<file path="src/rtl/prime_bank_pkg.sv">
package prime_bank_pkg;

  // Strobes from control to datapath: one load enable per register stage.
  typedef struct packed {
    logic        captureEn;
    logic [15:0] foldEn;
    logic        outEn;
  } dpStrobe_t;

  function automatic int chunkCount(input int k, input int aw);
    return (aw + k - 1) / k;
  endfunction

  // Largest possible sum of the K-bit chunks of an aw-bit address.
  function automatic longint maxChunkSum(input int k, input int aw);
    longint s;
    int     bits;
    s = 0;
    for (int i = 0; i < chunkCount(k, aw); i++) begin
      bits = aw - i * k;
      if (bits > k) bits = k;
      s = s + ((longint'(1) << bits) - 1);
    end
    return s;
  endfunction

  // Number of end-around folds needed to bring any value <= m0 to <= 2^k-1.
  function automatic int foldCount(input int k, input longint m0);
    longint mask, m, hi, a, b;
    int     n;
    mask = (longint'(1) << k) - 1;
    m    = m0;
    n    = 0;
    while (m > mask) begin
      hi = m >> k;
      a  = (m & mask) + hi;
      b  = mask + hi - 1;
      m  = (a > b) ? a : b;
      n++;
    end
    return n;
  endfunction

endpackage

</file>
<file path="src/rtl/prime_bank_ctrl.sv">
module prime_bank_ctrl
  import prime_bank_pkg::*;
#(
  parameter int BANK_BITS = 3,
  parameter int NFOLD     = 2,
  parameter int LATENCY   = NFOLD + 2
) (
  input  logic                 clk,
  input  logic                 rst,
  input  logic                 inValid,
  input  logic [BANK_BITS-1:0] inHigh,
  output dpStrobe_t            strobe,
  output logic                 outValid,
  output logic                 outErr
);

  logic [LATENCY-1:0] occPipe;
  logic [LATENCY-1:0] errPipe;
  logic               rangeErr;

  // Address at or beyond banks*words exactly when the top K bits are all ones.
  assign rangeErr = inValid & (&inHigh);

  always_ff @(posedge clk) begin
    if (rst) begin
      occPipe <= '0;
      errPipe <= '0;
    end else begin
      occPipe <= {occPipe[LATENCY-2:0], inValid};
      errPipe <= {errPipe[LATENCY-2:0], rangeErr};
    end
  end

  always_comb begin
    strobe           = '0;
    strobe.captureEn = inValid;
    for (int j = 0; j < NFOLD; j++) strobe.foldEn[j] = occPipe[j];
    strobe.outEn     = occPipe[NFOLD];
  end

  assign outValid = occPipe[LATENCY-1] & ~errPipe[LATENCY-1];
  assign outErr   = occPipe[LATENCY-1] &  errPipe[LATENCY-1];

  // an error result traces back to an out-of-range address LATENCY cycles ago
  assert_err_source_R4: assert property (@(posedge clk) disable iff (rst)
    outErr |-> $past(inValid && (&inHigh), LATENCY));

  // a valid result traces back to an in-range address LATENCY cycles ago
  assert_valid_source_R3: assert property (@(posedge clk) disable iff (rst)
    outValid |-> $past(inValid && !(&inHigh), LATENCY));

endmodule

</file>
<file path="src/rtl/prime_bank_dp.sv">
module prime_bank_dp
  import prime_bank_pkg::*;
#(
  parameter int BANK_BITS   = 3,
  parameter int OFFSET_BITS = 4,
  parameter int ADDR_W      = BANK_BITS + OFFSET_BITS,
  parameter int SUM_W       = 4,
  parameter int NFOLD       = 2
) (
  input  logic                   clk,
  input  logic                   rst,
  input  dpStrobe_t              strobe,
  input  logic [ADDR_W-1:0]      inAddr,
  output logic [BANK_BITS-1:0]   outBank,
  output logic [OFFSET_BITS-1:0] outOffset
);

  localparam int CHUNKS = chunkCount(BANK_BITS, ADDR_W);
  localparam int PAD_W  = CHUNKS * BANK_BITS;
  localparam logic [BANK_BITS-1:0] ONES = '1;

  logic [PAD_W-1:0]       padAddr;
  logic [SUM_W-1:0]       chunkSum;
  logic [SUM_W-1:0]       foldReg  [0:NFOLD];
  logic [SUM_W-1:0]       foldNext [1:NFOLD];
  logic [OFFSET_BITS-1:0] offReg   [0:NFOLD];
  logic [BANK_BITS-1:0]   lastLow;
  logic                   foldEnUnused;

  assign padAddr      = PAD_W'(inAddr);
  assign foldEnUnused = ^(strobe.foldEn >> NFOLD);

  // Sum of K-bit chunks: each chunk has weight 2^(iK) = 1 mod (2^K-1).
  always_comb begin
    chunkSum = '0;
    for (int i = 0; i < CHUNKS; i++)
      chunkSum = chunkSum + SUM_W'(padAddr[i*BANK_BITS +: BANK_BITS]);
  end

  // One end-around fold per stage: high part added back onto the low K bits.
  always_comb begin
    for (int j = 1; j <= NFOLD; j++)
      foldNext[j] = SUM_W'(foldReg[j-1][BANK_BITS-1:0]) + (foldReg[j-1] >> BANK_BITS);
  end

  always_ff @(posedge clk) begin
    if (strobe.captureEn) begin
      foldReg[0] <= chunkSum;
      offReg[0]  <= inAddr[OFFSET_BITS-1:0];
    end
    for (int j = 1; j <= NFOLD; j++) begin
      if (strobe.foldEn[j-1]) begin
        foldReg[j] <= foldNext[j];
        offReg[j]  <= offReg[j-1];
      end
    end
  end

  assign lastLow = foldReg[NFOLD][BANK_BITS-1:0];

  // All-ones is the second encoding of zero in ones'-complement residue.
  always_ff @(posedge clk) begin
    if (strobe.outEn) begin
      outBank   <= (lastLow == ONES) ? '0 : lastLow;
      outOffset <= offReg[NFOLD];
    end
  end

  // after the last fold the residue fits in K bits
  assert_fold_bound_R10: assert property (@(posedge clk) disable iff (rst)
    strobe.outEn |-> (foldReg[NFOLD] <= SUM_W'(ONES)));

endmodule

</file>
<file path="src/rtl/prime_bank_mapper.sv">
module prime_bank_mapper
  import prime_bank_pkg::*;
#(
  parameter int BANK_BITS   = 3,
  parameter int OFFSET_BITS = 4
) (
  input  logic                             clk,
  input  logic                             rst,
  input  logic                             inValid,
  input  logic [BANK_BITS+OFFSET_BITS-1:0] inAddr,
  output logic                             outValid,
  output logic                             outErr,
  output logic [BANK_BITS-1:0]             outBank,
  output logic [OFFSET_BITS-1:0]           outOffset
);

  localparam int     ADDR_W    = BANK_BITS + OFFSET_BITS;
  localparam int     NUM_BANKS = (1 << BANK_BITS) - 1;
  localparam longint SUM_MAX   = maxChunkSum(BANK_BITS, ADDR_W);
  localparam int     SUM_W     = $clog2(SUM_MAX + 1);
  localparam int     NFOLD     = foldCount(BANK_BITS, SUM_MAX);
  localparam int     LATENCY   = NFOLD + 2;

  dpStrobe_t strobe;

  prime_bank_ctrl #(
    .BANK_BITS(BANK_BITS), .NFOLD(NFOLD), .LATENCY(LATENCY)
  ) u_ctrl (
    .clk(clk), .rst(rst), .inValid(inValid),
    .inHigh(inAddr[ADDR_W-1:OFFSET_BITS]),
    .strobe(strobe), .outValid(outValid), .outErr(outErr)
  );

  prime_bank_dp #(
    .BANK_BITS(BANK_BITS), .OFFSET_BITS(OFFSET_BITS), .ADDR_W(ADDR_W),
    .SUM_W(SUM_W), .NFOLD(NFOLD)
  ) u_dp (
    .clk(clk), .rst(rst), .strobe(strobe), .inAddr(inAddr),
    .outBank(outBank), .outOffset(outOffset)
  );

  // bank index stays below the prime bank count
  assert_bank_range_R1: assert property (@(posedge clk) disable iff (rst)
    outValid |-> (outBank < BANK_BITS'(NUM_BANKS)));

  // offset equals the low address bits presented LATENCY cycles earlier
  assert_offset_R2: assert property (@(posedge clk) disable iff (rst)
    outValid |-> (outOffset == $past(inAddr[OFFSET_BITS-1:0], LATENCY)));

  // no result without an accepted address
  assert_no_spurious_R5: assert property (@(posedge clk) disable iff (rst)
    (outValid || outErr) |-> $past(inValid, LATENCY));

  // flags are exclusive
  assert_flags_excl_R6: assert property (@(posedge clk) disable iff (rst)
    !(outValid && outErr));

endmodule

</file>
<file path="config.mk">
export PLATFORM = sky130hd
export DESIGN_NAME = prime_bank_mapper
export DESIGN_NICKNAME = d
export VERILOG_FILES = /design/src/rtl/prime_bank_pkg.sv /design/src/rtl/prime_bank_ctrl.sv /design/src/rtl/prime_bank_dp.sv /design/src/rtl/prime_bank_mapper.sv
export SDC_FILE = /design/constraint.sdc
export NUM_CORES = 1
export LEC_CHECK = 0
export BUFFER_PORTS_ARGS = -buffer_cell sky130_fd_sc_hd__clkbuf_2
export CAP_MARGIN = 20
export CORE_MARGIN = 10
export CORE_UTILIZATION = 48
export DETAILED_ROUTE_END_ITERATION = 8
export PLACE_DENSITY = 0.74
export RECOVER_POWER = 100
export SLEW_MARGIN = 10
export SYNTH_ARGS = -nofsm -noshare
export SYNTH_HDL_FRONTEND = slang
export SYNTH_SLANG_ARGS = --single-unit
</file>
<file path="constraint.sdc">
create_clock -name clk -period 1.7 [get_ports clk]
set_input_delay 0.34 -clock clk [delete_from_list [all_inputs] [get_ports clk]]
set_output_delay 0.34 -clock clk [all_outputs]
set_load 0.02 [all_outputs]
</file>
; After elaboration in Yosys (flattened, before gate mapping)
; Memories as Yosys holds them, arrays and structs flattened. A register that Yosys moved wholly into a read port is not among the register bits.
; Index checks and enable logic that the tools add are counted.
[word_totals]
ff_bits = 11
ramBits = 24
input_bits = 10
out_inout_bits = 9
word_cells = 21
mem_count = 2
[mem_list]
columns = name, depth, width, read_ports, rd_ports_with_merged_regs, wr, line_no
row1 = u_dp.foldReg, 3, 4, 3, 0, 3, prime_bank_dp.sv:24  ; logic [SUM_W-1:0] foldReg [0:NFOLD];
row2 = u_dp.offReg, 3, 4, 3, 1, 3, prime_bank_dp.sv:26  ; logic [OFFSET_BITS-1:0] offReg [0:NFOLD];
[classes]
add_sub_neg = 4
eq_ne = 1
muxes = 6
bitwise = 4
reduce_logical = 1
[op_table]
columns = cell, n
row1 = adder 3 x 1 -> 4 bit, 2
row2 = two-way mux 1 bit, 6
row3 = adder 3 x 3 -> 4 bit, 1
row4 = adder 4 x 1 -> 4 bit, 1
row5 = AND 1 bit, 3
row6 = == test 3 bit (second input constant), 1
row7 = AND reduction 3 bit, 1
row8 = NOT 1 bit, 1

; Longest topological paths before layout
; Gate-level depths: netlist of run 1.
[logic_depth]
word_depth = 2
mapped_depth = 4

; By module
; From an unflattened synthesis of run 1, not the netlist that was laid out.
[unflattened]
hier_cells = 89
hier_area_um2 = 1481.4
[by_module_without_submodules]
columns = mod, n_inst, cells_per_inst, area_each_um2, seq_area_each_um2
row1 = prime_bank_dp, 1, 52, 1099.8, 900.9
row2 = prime_bank_ctrl, 1, 37, 381.6, 160.2

; Worst setup path after synthesis of run 1
; No wires, ideal clock.
[synth_timing]
path_type = input-to-reg
start = in inAddr[0]
end = mem u_dp.foldReg[0][1] (data pin)
setup_ns = 0.129
arrival_time_ns = 1.276
slack_ns = 0.296
stages = 4
path_cell_list = fa_1 inv_1 fa_1 inv_1
[synth_lines]
columns = element, line_no
row1 = from (decl), prime_bank_mapper.sv:10  ; input logic [BANK_BITS+OFFSET_BITS-1:0] inAddr,
row2 = to (decl), prime_bank_dp.sv:24

; Worst setup path after layout of run 1
[layout_timing]
start = reg u_ctrl.errPipe[3]
end = out outErr
[layout_between]
elab_chain_len = 1
[layout_rtl]
columns = element, line_no
row1 = from (decl), prime_bank_ctrl.sv:18  ; logic [LATENCY-1:0] errPipe;
row2 = from (signal assigned), prime_bank_ctrl.sv:30  ; errPipe <= {errPipe[LATENCY-2:0], rangeErr};
row3 = AND 1 bit, prime_bank_ctrl.sv:42  ; assign outErr = occPipe[LATENCY-1] & errPipe[LATENCY-1];
row4 = to (decl), prime_bank_mapper.sv:12  ; output logic outErr,
; No other way between the ends.

==> results of run 1 <==
sequential cells by signal (all words and copies together), names as in the netlist:
name            cells
u_dp.offReg        12
u_dp.foldReg       11
u_dp.outOffset      4
u_ctrl.errPipe      4
u_dp.outBank        3
u_ctrl.occPipe      4
worst reg2reg max path, cell delays in order (launching register included):
cell      delay [ns]
edfxtp_1        0.39
ha_1            0.22
ha_1            0.19
xor2_1          0.14
logic make-up after synthesis:
kind of cell    synth area share, %
compound gates                 2.05
xor+xnor                       1.96
fa+ha+maj                      8.57
buf+inv                        1.12
flops                          79.0
simple gates                   7.27
Yosys cell counts, drive strengths merged:
| master | number | area (um^2) |
|---|---|---|
| edfxtp | 30 | 901 |
| inv | 4 | 15.0 |
| ha | 6 | 75.1 |
| nand3 | 1 | 5.00 |
| xor2 | 2 | 17.5 |
| and2b | 6 | 52.6 |
| fa | 2 | 40.0 |
| a21boi | 3 | 22.5 |
| dfxtp | 8 | 160 |
| and2 | 1 | 6.26 |
| a21oi | 1 | 5.00 |
| nand2 | 1 | 3.75 |
| nor2b | 2 | 15.0 |
| and4 | 1 | 8.76 |
| xnor2 | 1 | 8.76 |
| and3 | 1 | 6.26 |
report_power, final:
part / internal [mW] / switching [mW]
Clock: 0.165 / 0.258
Sequential: 1.07 / 0.0230
Combinational: 0.0392 / 0.0449
final cells by class:
class / count / share of cell area [%]
flip-flops and latches: 38 / 70.7
multi-input cells: 28 / 17.6
repair buffers: 18 / 4.84
clock buffers: 8 / 3.25
well taps: 31 / 2.59
inverters: 4 / 1.00
stage by stage:
| stage | utilization (%) | instances | power (mW) |
|---|---|---|---|
| floorplan | - | 70 | 1.15 |
| global placement | 54.3 | 119 | 1.19 |
| detailed placement | 54.3 | 119 | 1.20 |
| CTS | 56.1 | 127 | 1.62 |
| global route | 55.4 | 127 | 1.68 |
| finish | 55.4 | 127 | 1.60 |
metal layers:
metal  GRT usage, %  vias to the layer above  wire length (um)
met5              0                        -                 0
met4           3.80                        0                33
met3           6.39                        4               212
met2           12.8                       23               900
met1           6.81                      291               653
li1               -                      302                 -
path summary, 6_finish.rpt:
check | slack, ns | startpoint | end | cells after the start
min reg2reg | 0.43 | u_dp.offReg[0][3] | u_dp.offReg[1][3] | 0
min | 0.23 | inAddr[2] | u_dp.offReg[0][2] | 1
max | 0.35 | u_ctrl.errPipe[3] | outErr | 2
max reg2reg | 0.53 | u_dp.foldReg[0][0] | u_dp.foldReg[0][6] | 3
==> metrics.md, run 1 <==
| Metric | Value |
|---|---|
| Clock Pin Slew Worst Setup and Hold Paths | ~0.10 ns |
| Worst hold path class | in -> reg |
| Relative slew slack | between 70 and 80% |
| GRT Total Usage | 7.89% |
| Syn_nets | 88 |
| Initial antenna violation count | 0 |
| Largest net degree at the start of global routing | 12 |
| Max Slew Vio Count | 0 |
| Setup violators final | 0 |
| Post-CTS Resized | 0 |
| TritonCTS clock tree | built |
| Drt via density | about 4.9 |
| Commonest non-fill, non-tap cells in the layout | edfxtp_1 (30), clkbuf_1 (17), dfxtp_1 (8) |
| CP cell instances | and2_1 > clkbuf_1 |
| Fmax | approximately 740 MHz |
| Commonest non-fill, non-tap cell in the layout | edfxtp_1 |
| Max incr delay on CP | approximately 0.33 ns |
| DRT Pass-1 Iters | 2 |
| Max-Cap Viols | 0 |
| Netlist cell types | 17 |
| Worst Setup Start Kind | flip-flop |
| Post-place setup slack | roughly 0.13 ns |
| Row cnt | 19 |
| Global-route wire length before repair | 3.11 mm |
| Number of fill cells | ~240 |
| Post-route minimum period | 1.35 ns |
| Post-CTS Setup Bufs | 0 |
| Final ANT Viol Nets | 0 |
| Die Y | 72.9 um |
| Inserted Diodes | 0 |
| Worst path bufs/invs | 1 |
| Area occupied by multi-input gates | 264 um^2 |
| Register area | 0.00106 mm^2 |
| Sequential-to-total area share from yosys stat | around 79% |
| CTS buffer count | 5 |
| CORE AREA | between 0.002 and 0.003 mm^2 |
| Wirelength per Cell | about 14 um |
| Port buffer count | 18 |
| Crit-path slowest cell | dfxtp_1 |
| Worst-margin pin slew | between 0.4 and 0.5 ns |
| Clock latency on the worst-skew pair | ~0.34 ns |
| Static leakage | about 0.57 nW |
| Hold_ws | 0.229 ns |
| VDD IR max | roughly 0.00082 V |
| Tcrit/Tclk final | between 70% and 80% |
| Worst EP arrival | around 1.0 ns |
| Max Buffers Root-to-Sink | 2 |
| Initial Util | between 40% and 50% |
| Area after DPL | 0.00147 mm^2 |
| Iter 0 DRT Violations | 26 |
| Total gr overflow | 0 |
| Syn avg cell area | 19.2 um^2 |
| Hold Vio Cnt, Final | 0 |
| Clock tree root driver cell | clkbuf_4 |
| Vias in the first global route | between 700 and 800 |
| Req. time, crit path | approximately 1.4 ns |
| H-tree lvl count | 2 |
| I/O Pins | 19 |
| Die area | approximately 0.0053 mm^2 |
| RSZ-0062 raised after global routing | no |
| CP Max Fanout | 2 |
| Post-Route WL | 1.80 mm |
| Post-route cell area | ~0.0015 mm^2 |
| Drc violations | 0 |
| Ys Warns | 0 |
| Post-synthesis register bit count | 38 |
| Layout cell share with drive strength beyond 1 | between 10% and 20% |
| HPWL Detailed | approximately 1.4 mm |
| Syn Inst Count | 70 |
| Setup TNS | 0 ns |
| Die W | roughly 73 um |
| Crit path max-delay family | flip-flops |
| PD cells | between 1000 and 1500 mW/mm^2 |
| Status | complete, no violations |
| Clk_skew | around 0.015 ns |
| Worst setup margin | 0.346 ns |
| Hold Buf Count CTS | 0 |
| Gp weighted congestion | about 0.72 |
| Clock sink count | 38 |
| Kind of end point of the critical path | output port |
| Syn-to-layout area delta | 11.7% |
| Nets@finish | 113 |
| Worst Setup Path Type | reg -> out |
| Synthesized area | 0.00134 mm^2 |
| Vias after detailed routing | 620 |
No activity file was read; power rests on OpenSTA's default activity.
==> inputs of run 2 (changes only) <==
--- a/config.mk
+++ b/config.mk
@@ -10,7 +10,7 @@
 export CORE_MARGIN = 10
 export CORE_UTILIZATION = 48
 export DETAILED_ROUTE_END_ITERATION = 8
-export PLACE_DENSITY = 0.74
+export PLACE_DENSITY = 0.76
 export RECOVER_POWER = 100
 export SLEW_MARGIN = 10
 export SYNTH_ARGS = -nofsm -noshare
==> constraint.sdc (replaced) <==
create_clock -name clk -period 1.1 [get_ports clk]
set_input_delay 0.22 -clock clk [delete_from_list [all_inputs] [get_ports clk]]
set_output_delay 0.22 -clock clk [all_outputs]
set_load 0.02 [all_outputs]
==> run 2 against run 1 <==
Compared with the run above: the run now ends with setup timing left; count of clock-buffer cells in the layout fell by 2; first-iteration DRC count rose by 46%; routed wire length fell by 11%; total power rose by 54%; critical endpoint unchanged; sequential cell count did not move; design area rose by 6.2%; largest power group unchanged; via count rose by 1.6%; non-clock buffer count rose by 2; critical path type unchanged; utilization rose by 3.4 points.
==> metrics.md, run 2 (synthesis gave the netlist of run 1 again) <==
| Metric | Value |
|---|---|
| Status | finished with violations (was complete, no violations) |
| Failing checks | setup timing |
| I/O Pins | 19 (unchanged) |
| Tcrit/Tclk final | 106% |
| TritonCTS clock tree | built (unchanged) |
| Worst setup margin | -0.0630 ns (was 0.346 ns) |
| CORE AREA | 0.00271 mm^2 (unchanged) |
| Drt via density | 4.88 (about the same) |
| Layout cell share with drive strength beyond 1 | 34.7% (was 15.6%) |
| RSZ-0062 raised after global routing | yes (was no) |
| Dpl cells | 121 (was 119) |
| M1 wire length | 572 um (was 653 um) |
| Die W | 72.9 um (unchanged) |
| Max incr delay on CP | 0.36 ns (was 0.33 ns) |
| Cell Count, Final, Fillers Out | 129 (was 127) |
| Gp weighted congestion | 0.710 (was 0.722) |
| Max Slew Vio Count | 0 (unchanged) |
| Uppermost layer routed | met4 (unchanged) |
| Kind of end point of the critical path | output port (unchanged) |
| Post-route minimum period | 1.16 ns |
| Drc violations | 0 (unchanged) |
| Wirelength per Cell | 12.4 um (was 14.2 um) |
| Static leakage | 0.618 nW (was 0.567 nW) |
| Total gr overflow | 0 (unchanged) |
| Iter 0 DRT Violations | 38 (was 26) |
| Row cnt | 19 (unchanged) |
| Post-place setup slack | -0.284 ns (was 0.129 ns) |
| Worst-margin pin slew | 0.432 ns (was 0.446 ns) |
| Hold Buf Count CTS | 0 (unchanged) |
| H-tree lvl count | 2 (unchanged) |
| Largest registers | u_dp.offReg: 12 flops, u_dp.foldReg: 11 flops (unchanged) |
| Hold Vio Cnt, Final | 0 (unchanged) |
| Met2 WL | 812 um (was 900 um) |
| Relative slew slack | 71.2% (was 70.2%) |
| Nets@finish | 115 (was 113) |
| Global-route wire length before repair | 2.78 mm (was 3.11 mm) |
| Die Y | 72.9 um (unchanged) |
| Inserted Diodes | 0 (unchanged) |
| Worst Setup Path Type | reg -> out (unchanged) |
| Clock latency on the worst-skew pair | 0.33 ns (was 0.34 ns) |
| Initial Util | 49.5% (unchanged) |
| Vias in the first global route | 683 (was 702) |
| Syn-to-layout area delta | 18.6% (was 11.7%) |
| Fmax | around 860 MHz |
| PD cells | 1550 mW/mm^2 (was 1060 mW/mm^2) |
| Largest net degree at the start of global routing | 12 (unchanged) |
| Post-CTS Setup Bufs | 0 (unchanged) |
| Max reg flops | 12 (unchanged) |
| Clock sink count | 38 (unchanged) |
| Initial antenna violation count | 0 (unchanged) |
| HPWL Detailed | 1.24 mm (was 1.36 mm) |
| Max Buffers Root-to-Sink | 2 (unchanged) |
| Clock tree root driver cell | clkbuf_4 (unchanged) |
| CP Max Fanout | 2 (unchanged) |
| Crit-path slowest cell | dfxtp_2 (was dfxtp_1) |
| Clk_skew | 0.00280 ns (was 0.0154 ns) |
| Number of fill cells | 224 (was 237) |
| Worst hold path class | in -> reg (unchanged) |
| Post-Route WL | 1.61 mm (was 1.80 mm) |
| CP cell instances | and2_4 > buf_8 (was and2_1 > clkbuf_1) |
| DRT Pass-1 Iters | 2 (unchanged) |
| CTS buffer count | 5 (unchanged) |
| Vias after detailed routing | 630 (was 620) |
| VDD IR max | 0.000981 V (was 0.000824 V) |
| Commonest non-fill, non-tap cells in the layout | edfxtp_1 (30), and2b_2 (6), clkbuf_1 (6), buf_6 (6), dfxtp_1 (6) (was edfxtp_1 (30), clkbuf_1 (17), dfxtp_1 (8)) |
| Setup violators final | 4 (was 0) |
| Worst EP arrival | 0.94 ns (was 1.01 ns) |
| Met3 routed WL | 188 um (was 212 um) |
| Worst Setup Start Kind | flip-flop (unchanged) |
| Commonest non-fill, non-tap cell in the layout | edfxtp_1 (unchanged) |
| Area after DPL | 0.00150 mm^2 (was 0.00147 mm^2) |
| Post-route cell area | 0.00159 mm^2 (was 0.00150 mm^2) |
| Final Util | 58.8% (was 55.4%) |
| Max-Cap Viols | 0 (unchanged) |
| GRT Total Usage | 7.01% (was 7.89%) |
| Final ANT Viol Nets | 0 (unchanged) |
| Die area | 0.00531 mm^2 (unchanged) |
| Clock Pin Slew Worst Setup and Hold Paths | 0.10 ns (about the same) |
| Top reg by flops | u_dp.offReg (unchanged) |
| Final Power | 2.46 mW (was 1.60 mW) |
| Req. time, crit path | 0.88 ns (was 1.36 ns) |
| Port buffer count | 18 (unchanged) |
## run 2: cell types whose count changed in the layout (fill, tap and decap cells not counted), sizes merged
cell | before | now
clkbuf | 26 | 16
clkinv | 0 | 2
buf | 0 | 10
## run 2: critical path, delay by kind of cell (launching register included)
family	cells	cell delay, ns
simple gates	1	0.15
buf+inv	1	0.10
flops	1	0.36
## run 2: metal layers
layer | GRT usage (%) | up-vias
met1 | 5.71 | 291
met4 | 5.70 | 0
met2 | 11.5 | 25
met5 | 0 | -
met3 | 4.63 | 6
li1 | - | 308
## run 2: path summary, 6_finish.rpt
path,startpoint,end,slack (ns),depth (start not counted)
max reg2reg,u_dp.foldReg[0][4],u_dp.foldReg[0][10],-0.04,3
min reg2reg,u_dp.offReg[1][3],u_dp.offReg[2][3],0.43,0
min,inAddr[2],u_dp.offReg[0][2],0.11,1
max,u_ctrl.errPipe[3],outErr,-0.06,2
## run 2: cell type report
class / count / area [um^2] / area share (%)
sequential: 38 / 1060 / 66.8
multi-input combinational: 28 / 282 / 17.7
timing repair buffer: 20 / 144 / 9.03
clock buffer: 6 / 41.3 / 2.59
tap: 31 / 38.8 / 2.44
inverter: 4 / 15.0 / 0.943
clock inverter: 2 / 8.76 / 0.550
## run 2: repair_timing
item | 4_1_cts | 5_1_grt
gates resized for setup | 6 | 23
setup endpoints to repair | 11 | 11
pin swaps | 4 | 1
## run 2: power breakdown
part	total, mW	leakage (nW)	switching, mW	internal, mW
logic	0.138	0.244	0.0679	0.0706
registers	1.68	0.345	0.0334	1.65
clock network	0.644	0.0297	0.404	0.240
## run 2: stage by stage
stage	hold slack, ns	setup TNS (ns)
floorplan	0.290	-0.205
global placement	0.402	-0.525
detailed placement	0.405	-0.644
CTS	0.0693	-0.363
global route	0.113	-0.688
finish	0.107	-0.171
